<file path="src/rtl/bmt_pkg.sv">
package bmt_pkg;

    typedef enum logic [2:0] {
        ST_IDLE,
        ST_ARB,
        ST_ADDR,
        ST_DATA,
        ST_FR_OFF,
        ST_IR_OFF,
        ST_HOLD
    } bm_state_e;

    typedef enum logic [1:0] {
        END_COMPLETE,
        END_DISC,
        END_TABORT,
        END_MABORT
    } bm_end_e;

    typedef struct packed {
        logic devsel;
        logic trdy;
        logic stop;
    } tgt_resp_t;

    typedef struct packed {
        logic req;
        logic frame;
        logic irdy;
        logic own;
        logic addr_ph;
    } bus_drive_t;

    // Kind of early end when the target raises stop
    function automatic bm_end_e stop_kind(tgt_resp_t r);
        return r.devsel ? END_DISC : END_TABORT;
    endfunction

    // Bus line levels decoded from the state
    function automatic bus_drive_t drive_of(bm_state_e s);
        bus_drive_t d;
        d.req     = (s == ST_ARB);
        d.frame   = (s == ST_ADDR) || (s == ST_DATA);
        d.irdy    = (s == ST_DATA) || (s == ST_FR_OFF);
        d.own     = (s == ST_ADDR) || (s == ST_DATA) || (s == ST_FR_OFF) || (s == ST_IR_OFF);
        d.addr_ph = (s == ST_ADDR);
        return d;
    endfunction

endpackage

</file>
<file path="src/rtl/bmt_word_track.sv">
module bmt_word_track #(
    parameter int ADDR_W = 32,
    parameter int CNT_W  = 8
) (
    input  logic              clk,
    input  logic              rst,
    input  logic              load_i,
    input  logic [ADDR_W-1:0] load_addr_i,
    input  logic [CNT_W-1:0]  load_cnt_i,
    input  logic              xfer_i,
    output logic [ADDR_W-1:0] cur_addr_o,
    output logic [CNT_W-1:0]  words_o,
    output logic              last_word_o,
    output logic              remain_zero_o
);
    localparam logic [CNT_W-1:0] ONE_W = CNT_W'(1);

    logic [ADDR_W-1:0] cur_addr;
    logic [CNT_W-1:0]  remain;
    logic [CNT_W-1:0]  words;

    always_ff @(posedge clk) begin
        if (rst) begin
            cur_addr <= '0;
            remain   <= '0;
            words    <= '0;
        end else if (load_i) begin
            cur_addr <= load_addr_i;
            remain   <= load_cnt_i;
            words    <= '0;
        end else if (xfer_i) begin
            cur_addr <= cur_addr + ADDR_W'(1);
            remain   <= remain - ONE_W;
            words    <= words + ONE_W;
        end
    end

    assign cur_addr_o    = cur_addr;
    assign words_o       = words;
    assign last_word_o   = (remain == ONE_W);
    assign remain_zero_o = (remain == '0);

    AST_ADDR_STEP: assert property (@(posedge clk) disable iff (rst)
        (xfer_i && !load_i) |=> (cur_addr == $past(cur_addr) + ADDR_W'(1)));
    AST_NO_UNDERFLOW: assert property (@(posedge clk) disable iff (rst)
        xfer_i |-> (remain != '0));

endmodule

</file>
<file path="src/rtl/bmt_holdoff.sv">
module bmt_holdoff #(
    parameter int GAP_CYCLES = 2
) (
    input  logic clk,
    input  logic rst,
    input  logic load_i,
    input  logic active_i,
    output logic expire_o
);
    localparam int GW = $clog2(GAP_CYCLES + 1);
    localparam logic [GW-1:0] START_V = GW'(GAP_CYCLES - 1);

    logic [GW-1:0] cnt;

    always_ff @(posedge clk) begin
        if (rst) begin
            cnt <= '0;
        end else if (load_i) begin
            cnt <= START_V;
        end else if (active_i && cnt != '0) begin
            cnt <= cnt - GW'(1);
        end
    end

    assign expire_o = active_i && (cnt == '0);

    AST_GAP_BOUND: assert property (@(posedge clk) disable iff (rst)
        active_i |-> (cnt <= START_V));

endmodule

</file>
<file path="src/rtl/bmt_devsel_wd.sv">
module bmt_devsel_wd #(
    parameter int DEVSEL_WAIT = 4
) (
    input  logic clk,
    input  logic rst,
    input  logic clear_i,
    input  logic run_i,
    input  logic devsel_i,
    output logic timeout_o
);
    localparam int DW = $clog2(DEVSEL_WAIT + 1);
    localparam logic [DW-1:0] LIMIT = DW'(DEVSEL_WAIT - 1);

    logic [DW-1:0] cnt;
    logic          seen;

    always_ff @(posedge clk) begin
        if (rst || clear_i) begin
            cnt  <= '0;
            seen <= 1'b0;
        end else if (run_i) begin
            if (devsel_i) begin
                seen <= 1'b1;
            end else if (!seen && cnt != LIMIT) begin
                cnt <= cnt + DW'(1);
            end
        end
    end

    assign timeout_o = run_i && !seen && !devsel_i && (cnt == LIMIT);

    AST_DSEL_LIMIT: assert property (@(posedge clk) disable iff (rst)
        (run_i && !seen) |-> (cnt <= LIMIT));

endmodule

</file>
<file path="src/rtl/bmt_fsm.sv">
module bmt_fsm
    import bmt_pkg::*;
(
    input  logic      clk,
    input  logic      rst,
    input  logic      start_i,
    input  logic      cnt_nonzero_i,
    input  logic      gnt_i,
    input  tgt_resp_t resp_i,
    input  logic      last_word_i,
    input  logic      remain_zero_i,
    input  logic      hold_expire_i,
    input  logic      dsel_timeout_i,
    output bm_state_e state_o,
    output logic      accept_o,
    output logic      xfer_o,
    output logic      hold_load_o,
    output logic      done_o,
    output logic      tabort_o,
    output logic      mabort_o
);
    bm_state_e st, nxt;
    bm_end_e   term, nterm;
    logic      fin;
    logic      done_q, tabort_q, mabort_q;

    always_comb begin
        nxt   = st;
        nterm = term;
        case (st)
            ST_IDLE:   if (start_i && cnt_nonzero_i) nxt = ST_ARB;
            ST_ARB:    if (gnt_i) nxt = ST_ADDR;
            ST_ADDR:   nxt = ST_DATA;
            ST_DATA: begin
                if (resp_i.stop) begin
                    nxt   = ST_FR_OFF;
                    nterm = stop_kind(resp_i);
                end else if (dsel_timeout_i) begin
                    nxt   = ST_FR_OFF;
                    nterm = END_MABORT;
                end else if (resp_i.trdy && last_word_i) begin
                    nxt   = ST_FR_OFF;
                    nterm = END_COMPLETE;
                end
            end
            ST_FR_OFF: nxt = ST_IR_OFF;
            ST_IR_OFF: nxt = (term == END_DISC && !remain_zero_i) ? ST_HOLD : ST_IDLE;
            ST_HOLD:   if (hold_expire_i) nxt = ST_ARB;
            default:   nxt = ST_IDLE;
        endcase
    end

    assign fin = (st == ST_IR_OFF) && (nxt == ST_IDLE);

    always_ff @(posedge clk) begin
        if (rst) begin
            st       <= ST_IDLE;
            term     <= END_COMPLETE;
            done_q   <= 1'b0;
            tabort_q <= 1'b0;
            mabort_q <= 1'b0;
        end else begin
            st       <= nxt;
            term     <= nterm;
            done_q   <= fin && (term == END_COMPLETE || term == END_DISC);
            tabort_q <= fin && (term == END_TABORT);
            mabort_q <= fin && (term == END_MABORT);
        end
    end

    assign state_o     = st;
    assign accept_o    = (st == ST_IDLE) && start_i && cnt_nonzero_i;
    assign xfer_o      = (st == ST_DATA) && resp_i.trdy;
    assign hold_load_o = (st == ST_IR_OFF);
    assign done_o      = done_q;
    assign tabort_o    = tabort_q;
    assign mabort_o    = mabort_q;

    AST_ONE_END_FLAG: assert property (@(posedge clk) disable iff (rst)
        $onehot0({done_q, tabort_q, mabort_q}));
    AST_ABORT_NO_RETRY: assert property (@(posedge clk) disable iff (rst)
        (tabort_q || mabort_q) |-> (st == ST_IDLE));

endmodule

</file>
<file path="src/rtl/bm_term_master.sv">
module bm_term_master
    import bmt_pkg::*;
#(
    parameter int ADDR_W      = 32,
    parameter int CNT_W       = 8,
    parameter int DEVSEL_WAIT = 4,
    parameter int GAP_CYCLES  = 2
) (
    input  logic              clk,
    input  logic              rst,
    input  logic              start_i,
    input  logic [ADDR_W-1:0] start_addr_i,
    input  logic [CNT_W-1:0]  word_cnt_i,
    input  logic              gnt_i,
    input  logic              devsel_i,
    input  logic              trdy_i,
    input  logic              stop_i,
    output logic              req_o,
    output logic              frame_o,
    output logic              irdy_o,
    output logic              own_o,
    output logic              addr_phase_o,
    output logic [ADDR_W-1:0] bus_addr_o,
    output logic [CNT_W-1:0]  words_done_o,
    output logic              busy_o,
    output logic              done_o,
    output logic              tabort_o,
    output logic              mabort_o
);
    bm_state_e  st;
    tgt_resp_t  resp;
    bus_drive_t drv;
    logic       accept, xfer, hold_load, hold_expire, dsel_timeout;
    logic       last_word, remain_zero;

    assign resp.devsel = devsel_i;
    assign resp.trdy   = trdy_i;
    assign resp.stop   = stop_i;

    bmt_fsm u_fsm (
        .clk            (clk),
        .rst            (rst),
        .start_i        (start_i),
        .cnt_nonzero_i  (word_cnt_i != '0),
        .gnt_i          (gnt_i),
        .resp_i         (resp),
        .last_word_i    (last_word),
        .remain_zero_i  (remain_zero),
        .hold_expire_i  (hold_expire),
        .dsel_timeout_i (dsel_timeout),
        .state_o        (st),
        .accept_o       (accept),
        .xfer_o         (xfer),
        .hold_load_o    (hold_load),
        .done_o         (done_o),
        .tabort_o       (tabort_o),
        .mabort_o       (mabort_o)
    );

    bmt_word_track #(.ADDR_W(ADDR_W), .CNT_W(CNT_W)) u_track (
        .clk           (clk),
        .rst           (rst),
        .load_i        (accept),
        .load_addr_i   (start_addr_i),
        .load_cnt_i    (word_cnt_i),
        .xfer_i        (xfer),
        .cur_addr_o    (bus_addr_o),
        .words_o       (words_done_o),
        .last_word_o   (last_word),
        .remain_zero_o (remain_zero)
    );

    bmt_holdoff #(.GAP_CYCLES(GAP_CYCLES)) u_hold (
        .clk      (clk),
        .rst      (rst),
        .load_i   (hold_load),
        .active_i (st == ST_HOLD),
        .expire_o (hold_expire)
    );

    bmt_devsel_wd #(.DEVSEL_WAIT(DEVSEL_WAIT)) u_wd (
        .clk       (clk),
        .rst       (rst),
        .clear_i   (st == ST_ADDR),
        .run_i     (st == ST_DATA),
        .devsel_i  (devsel_i),
        .timeout_o (dsel_timeout)
    );

    assign drv          = drive_of(st);
    assign req_o        = drv.req;
    assign frame_o      = drv.frame;
    assign irdy_o       = drv.irdy;
    assign own_o        = drv.own;
    assign addr_phase_o = drv.addr_ph;
    assign busy_o       = (st != ST_IDLE);

    AST_REQ_HOLD: assert property (@(posedge clk) disable iff (rst)
        (req_o && !gnt_i) |=> req_o);
    AST_GNT_ADDR: assert property (@(posedge clk) disable iff (rst)
        (req_o && gnt_i) |=> (addr_phase_o && frame_o && !irdy_o));
    AST_WAIT_HOLD: assert property (@(posedge clk) disable iff (rst)
        (frame_o && irdy_o && devsel_i && !trdy_i && !stop_i) |=> (frame_o && irdy_o));
    AST_FRAME_FIRST: assert property (@(posedge clk) disable iff (rst)
        $fell(frame_o) |-> irdy_o);
    AST_IRDY_NEXT: assert property (@(posedge clk) disable iff (rst)
        $fell(frame_o) |=> (!irdy_o && own_o));
    AST_RELEASE: assert property (@(posedge clk) disable iff (rst)
        $fell(irdy_o) |=> !own_o);
    AST_NO_EARLY_REQ: assert property (@(posedge clk) disable iff (rst)
        $fell(own_o) |-> !req_o);
    AST_ABORT_IDLE: assert property (@(posedge clk) disable iff (rst)
        (tabort_o || mabort_o) |-> (!busy_o && !done_o));

endmodule

</file>
<file path="config.mk">
export PLATFORM = sky130hd
export DESIGN_NAME = bm_term_master
export DESIGN_NICKNAME = d
export VERILOG_FILES = /design/src/rtl/bmt_pkg.sv /design/src/rtl/bmt_word_track.sv /design/src/rtl/bmt_holdoff.sv /design/src/rtl/bmt_devsel_wd.sv /design/src/rtl/bmt_fsm.sv /design/src/rtl/bm_term_master.sv
export SDC_FILE = /design/constraint.sdc
export NUM_CORES = 1
export LEC_CHECK = 0
export ABC_AREA = 1
export ABC_CLOCK_PERIOD_IN_PS = 1600
export BUFFER_PORTS_ARGS = -buffer_cell sky130_fd_sc_hd__buf_2
export CAP_MARGIN = 20
export CELL_PAD_IN_SITES_DETAIL_PLACEMENT = 1
export CELL_PAD_IN_SITES_GLOBAL_PLACEMENT = 1
export CORE_MARGIN = 2
export CORE_UTILIZATION = 33
export CTS_CLUSTER_SIZE = 14
export DETAILED_ROUTE_END_ITERATION = 10
export GPL_TIMING_DRIVEN = 0
export HOLD_SLACK_MARGIN = 0.02
export PLACE_DENSITY = 0.77
export SYNTH_ARGS = -nofsm -noshare
export SYNTH_HDL_FRONTEND = slang
export SYNTH_SLANG_ARGS = --single-unit
</file>
<file path="constraint.sdc">
create_clock -name clk -period 1.6 [get_ports clk]
set_clock_uncertainty 0.1 [all_clocks]
set_input_delay 0.16 -clock clk [delete_from_list [all_inputs] [get_ports clk]]
set_output_delay 0.16 -clock clk [all_outputs]
set_load 0.01 [all_outputs]
</file>
==> impl_metrics.env <==
export IMPL_async_flop_share_pct=0
export IMPL_holdWs_ns=0.0219
export IMPL_start_util_pct=33.7
export IMPL_grt_pass1_vias=5165
export IMPL_overflow=0
export IMPL_rsz0062_at_grt="true"
export IMPL_cap_violations=0
export IMPL_p_per_area_nw_per_um2=888
export IMPL_switching_power_uw=1930
export IMPL_vdd_drop_max_mv=0.403
export IMPL_post_dp_cell_area_um2=4670
export IMPL_ys_flop_type="dfxtp_1"
export IMPL_first_pass_iters=5
export IMPL_worstRegToRegCells=8
export IMPL_cts_root_buf="clkbuf_16"
export IMPL_core_um2=11900
export IMPL_start_kind="flop"
export IMPL_worstHoldPathType="in -> reg"
export IMPL_syn_area_per_cell_um2=6.26
export IMPL_drt_wl_total_um=18500
export IMPL_reg2reg_from="u_fsm.state_o[2]"
export IMPL_avgViaCountPerCell=5.40
export IMPL_detail_route_antenna_nets=0
export IMPL_status="finished with violations"
export IMPL_ys_seq_area_share_pct=31.0
export IMPL_fmax_ghz=0.570
export IMPL_setup_violations=22
export IMPL_crit_type="reg -> reg"
export IMPL_cts_buffer_depth=2
export IMPL_synth_most_common_cell="nand2_1"
export IMPL_die_w_um=114
export IMPL_r2r_slack_ns=-0.16
export IMPL_io_buffer_count=95
export IMPL_end_kind="flop"
export IMPL_post_synth_top_area_cell="dfxtp_1"
export IMPL_yosysWarnings=0
export IMPL_fillers=1547
export IMPL_synth_area_top_cells="dfxtp_1 31%, nand2_1 18%, nor2_1 7.4%"
export IMPL_clk_pin_slew_ns=0.06
export IMPL_yosysUniqueCellTypes=37
export IMPL_setup_ws_ns=-0.155
export IMPL_die_area_um2=13000
export IMPL_hp_start="start_addr_i[5]"
export IMPL_die_y_um=114
export IMPL_yosys_area_top_type_share_pct=31.0
export IMPL_drc=0
export IMPL_internal_power_uw=3580
export IMPL_power_leakage_uw=0.00256
export IMPL_clock_sinks=62
export IMPL_crit_required_ns=1.74
export IMPL_power_frac_comb_pct=28.0
export IMPL_slew_viol_final=0
export IMPL_post_place_cells=882
export IMPL_routedWlPerCell_um=19.5
export IMPL_via_count=5145
export IMPL_antenna_found_initial=0
export IMPL_num_rows=40
export IMPL_synth_edff_count=0
export IMPL_whs_path_depth=3
export IMPL_stdcell_area_um2=6200
export IMPL_synth_cells=640
export IMPL_ys_top_cells_by_count="193 x nand2_1, 79 x nor2_1, 67 x inv_1, 62 x dfxtp_1, 59 x nand3_1"
export IMPL_arrival_ns=1.89
export IMPL_slew_headroom_pct=42.9
export IMPL_seq_power_share_pct=34.2
export IMPL_synth_nets=694
export IMPL_pin_count=96
export IMPL_finalHoldViolCount=0
export IMPL_ys_seq_elements=62
export IMPL_power_total_uw=5500
export IMPL_power_frac_clock_pct=37.8
export IMPL_violations="negative setup slack"
export IMPL_r2r_end="u_track.cur_addr_o[11]"
export IMPL_period_share_pct=110
export IMPL_swShare_pct=35.0
export IMPL_worst_pin_slew_ns=0.856
export IMPL_min_to="u_track.cur_addr_o[5]"
export IMPL_grt_use_total_pct=26.6
export IMPL_routabilityCongestion=0.939
export IMPL_fin_crit_ns=1.76
export IMPL_nets=854
export IMPL_h_tree_depth=3
export IMPL_drt_iter0_drc=231
export IMPL_drive_above_1_share_pct=41.4
export IMPL_dp_hpwl_um=11800
export IMPL_numCtsBuffers=9
export IMPL_grt_max_degree=14
export IMPL_fin_cells=952
export IMPL_num_antenna_cells=0
export IMPL_grt_pass1_wl_um=26800
export IMPL_worstSkewPairLatency_ns=0.35
export IMPL_area_growth_pct=54.6
export IMPL_syn_area_um2=4010
export IMPL_post_place_ws_ns=-0.261
export IMPL_path_max_fanout=4
export IMPL_cts_tree="yes"
## cell families (layout without fill, tap and decap cells)
family	after synthesis	in the layout	share of synthesized area (%)
compound gates	88	88	12.3
xor+xnor	9	9	1.97
flops	62	62	31.0
simple gates	379	380	42.7
buf+inv	95	259	9.83
fa+ha+maj	7	7	2.18
## worst max-delay path by stage
stage,start,to,cells past startpoint
after floorplan,u_wd.cnt[0],u_wd.cnt[0],6
after global placement,u_track.cur_addr_o[15],u_track.cur_addr_o[31],9
after detailed placement,word_cnt_i[0],u_track.words_o[5],7
after CTS,u_fsm.state_o[2],u_track.words_o[5],9
after global routing,u_fsm.state_o[2],u_fsm.term[1],11
final,u_fsm.state_o[2],u_track.cur_addr_o[11],8
## stage by stage
step	util, %	TNS, ns
after detailed placement	39.2	-7.08
final	52.0	-0.586
after global placement	39.2	-4.50
after floorplan	-	0
after global routing	52.0	-4.19
after CTS	47.1	-0.389
## cells in the final DEF (no fill, tap or decap), drive strengths merged
cell type and instances:
dlygate4sd3 12, clkbuf 19, o221ai 1, nand3 62, nor4 2, a21oi 43, xor2 6, o21ai 23
a211oi 5, o211ai 6, nand2 196, dfxtp 62, or2 8, a31oi 10, clkinvlp 1, nand3b 13
inv 76, nor2 85, buf 145, nor3 4, nand4 10, ha 7, xnor2 3, bufinv 1
clkinv 5
## routing by layer
metal  share of wire, %  track usage, %
met1                 40            32.1
met2                 49            44.8
met3                5.5            4.55
met4                5.2            15.0
met5                  0               0
## power groups by stage
| stage | clock network (uW) | registers, uW | logic (uW) |
|---|---|---|---|
| floorplan | 0 | 1850 | 589 |
| global placement | 0 | 1850 | 972 |
| detailed placement | 0 | 1860 | 1010 |
| CTS | 2090 | 1840 | 1270 |
| global route | 2150 | 1900 | 1660 |
| finish | 2080 | 1880 | 1540 |
## area by class of cell
type / instances / area (um^2) / share of cell area (%)
Clock inverter: 7 / 81.3 / 1.31
Sequential cell: 62 / 1320 / 21.3
Clock buffer: 9 / 225 / 3.63
Multi-Input combinational cell: 484 / 2860 / 46.2
Tap cell: 147 / 184 / 2.97
Inverter: 76 / 320 / 5.17
Buffer: 19 / 188 / 3.03
Timing Repair Buffer: 148 / 1020 / 16.5
## registers in the layout, indices dropped and copies added (netlist names)
register	flops
u_fsm.done_o	1
u_fsm.mabort_o	1
u_fsm.state_o	3
u_fsm.tabort_o	1
u_fsm.term	2
u_hold.cnt	2
u_track.cur_addr_o	32
u_track.remain	8
u_track.words_o	8
u_wd.cnt	3
u_wd.seen	1
## worst max-delay path: stages, from the launching register on
cell and delay [ns]:
dfxtp_4 0.36, inv_6 0.07, nand3_4 0.13, nor2_8 0.16, inv_2 0.11, o21ai_0 0.29
nand3_1 0.15, o211ai_1 0.16, inv_1 0.09
## what timing repair did
| item | CTS | global route |
|---|---|---|
| hold endpoints to repair | 12 | 0 |
| pin swaps | 16 | 35 |
| setup buffers | 21 | 16 |
| hold buffers | 12 | 0 |
| gates resized for setup | 98 | 131 |
| setup endpoints to repair | 55 | 62 |
| cloned | 2 | 3 |
No activity file was read; power rests on OpenSTA's default activity.
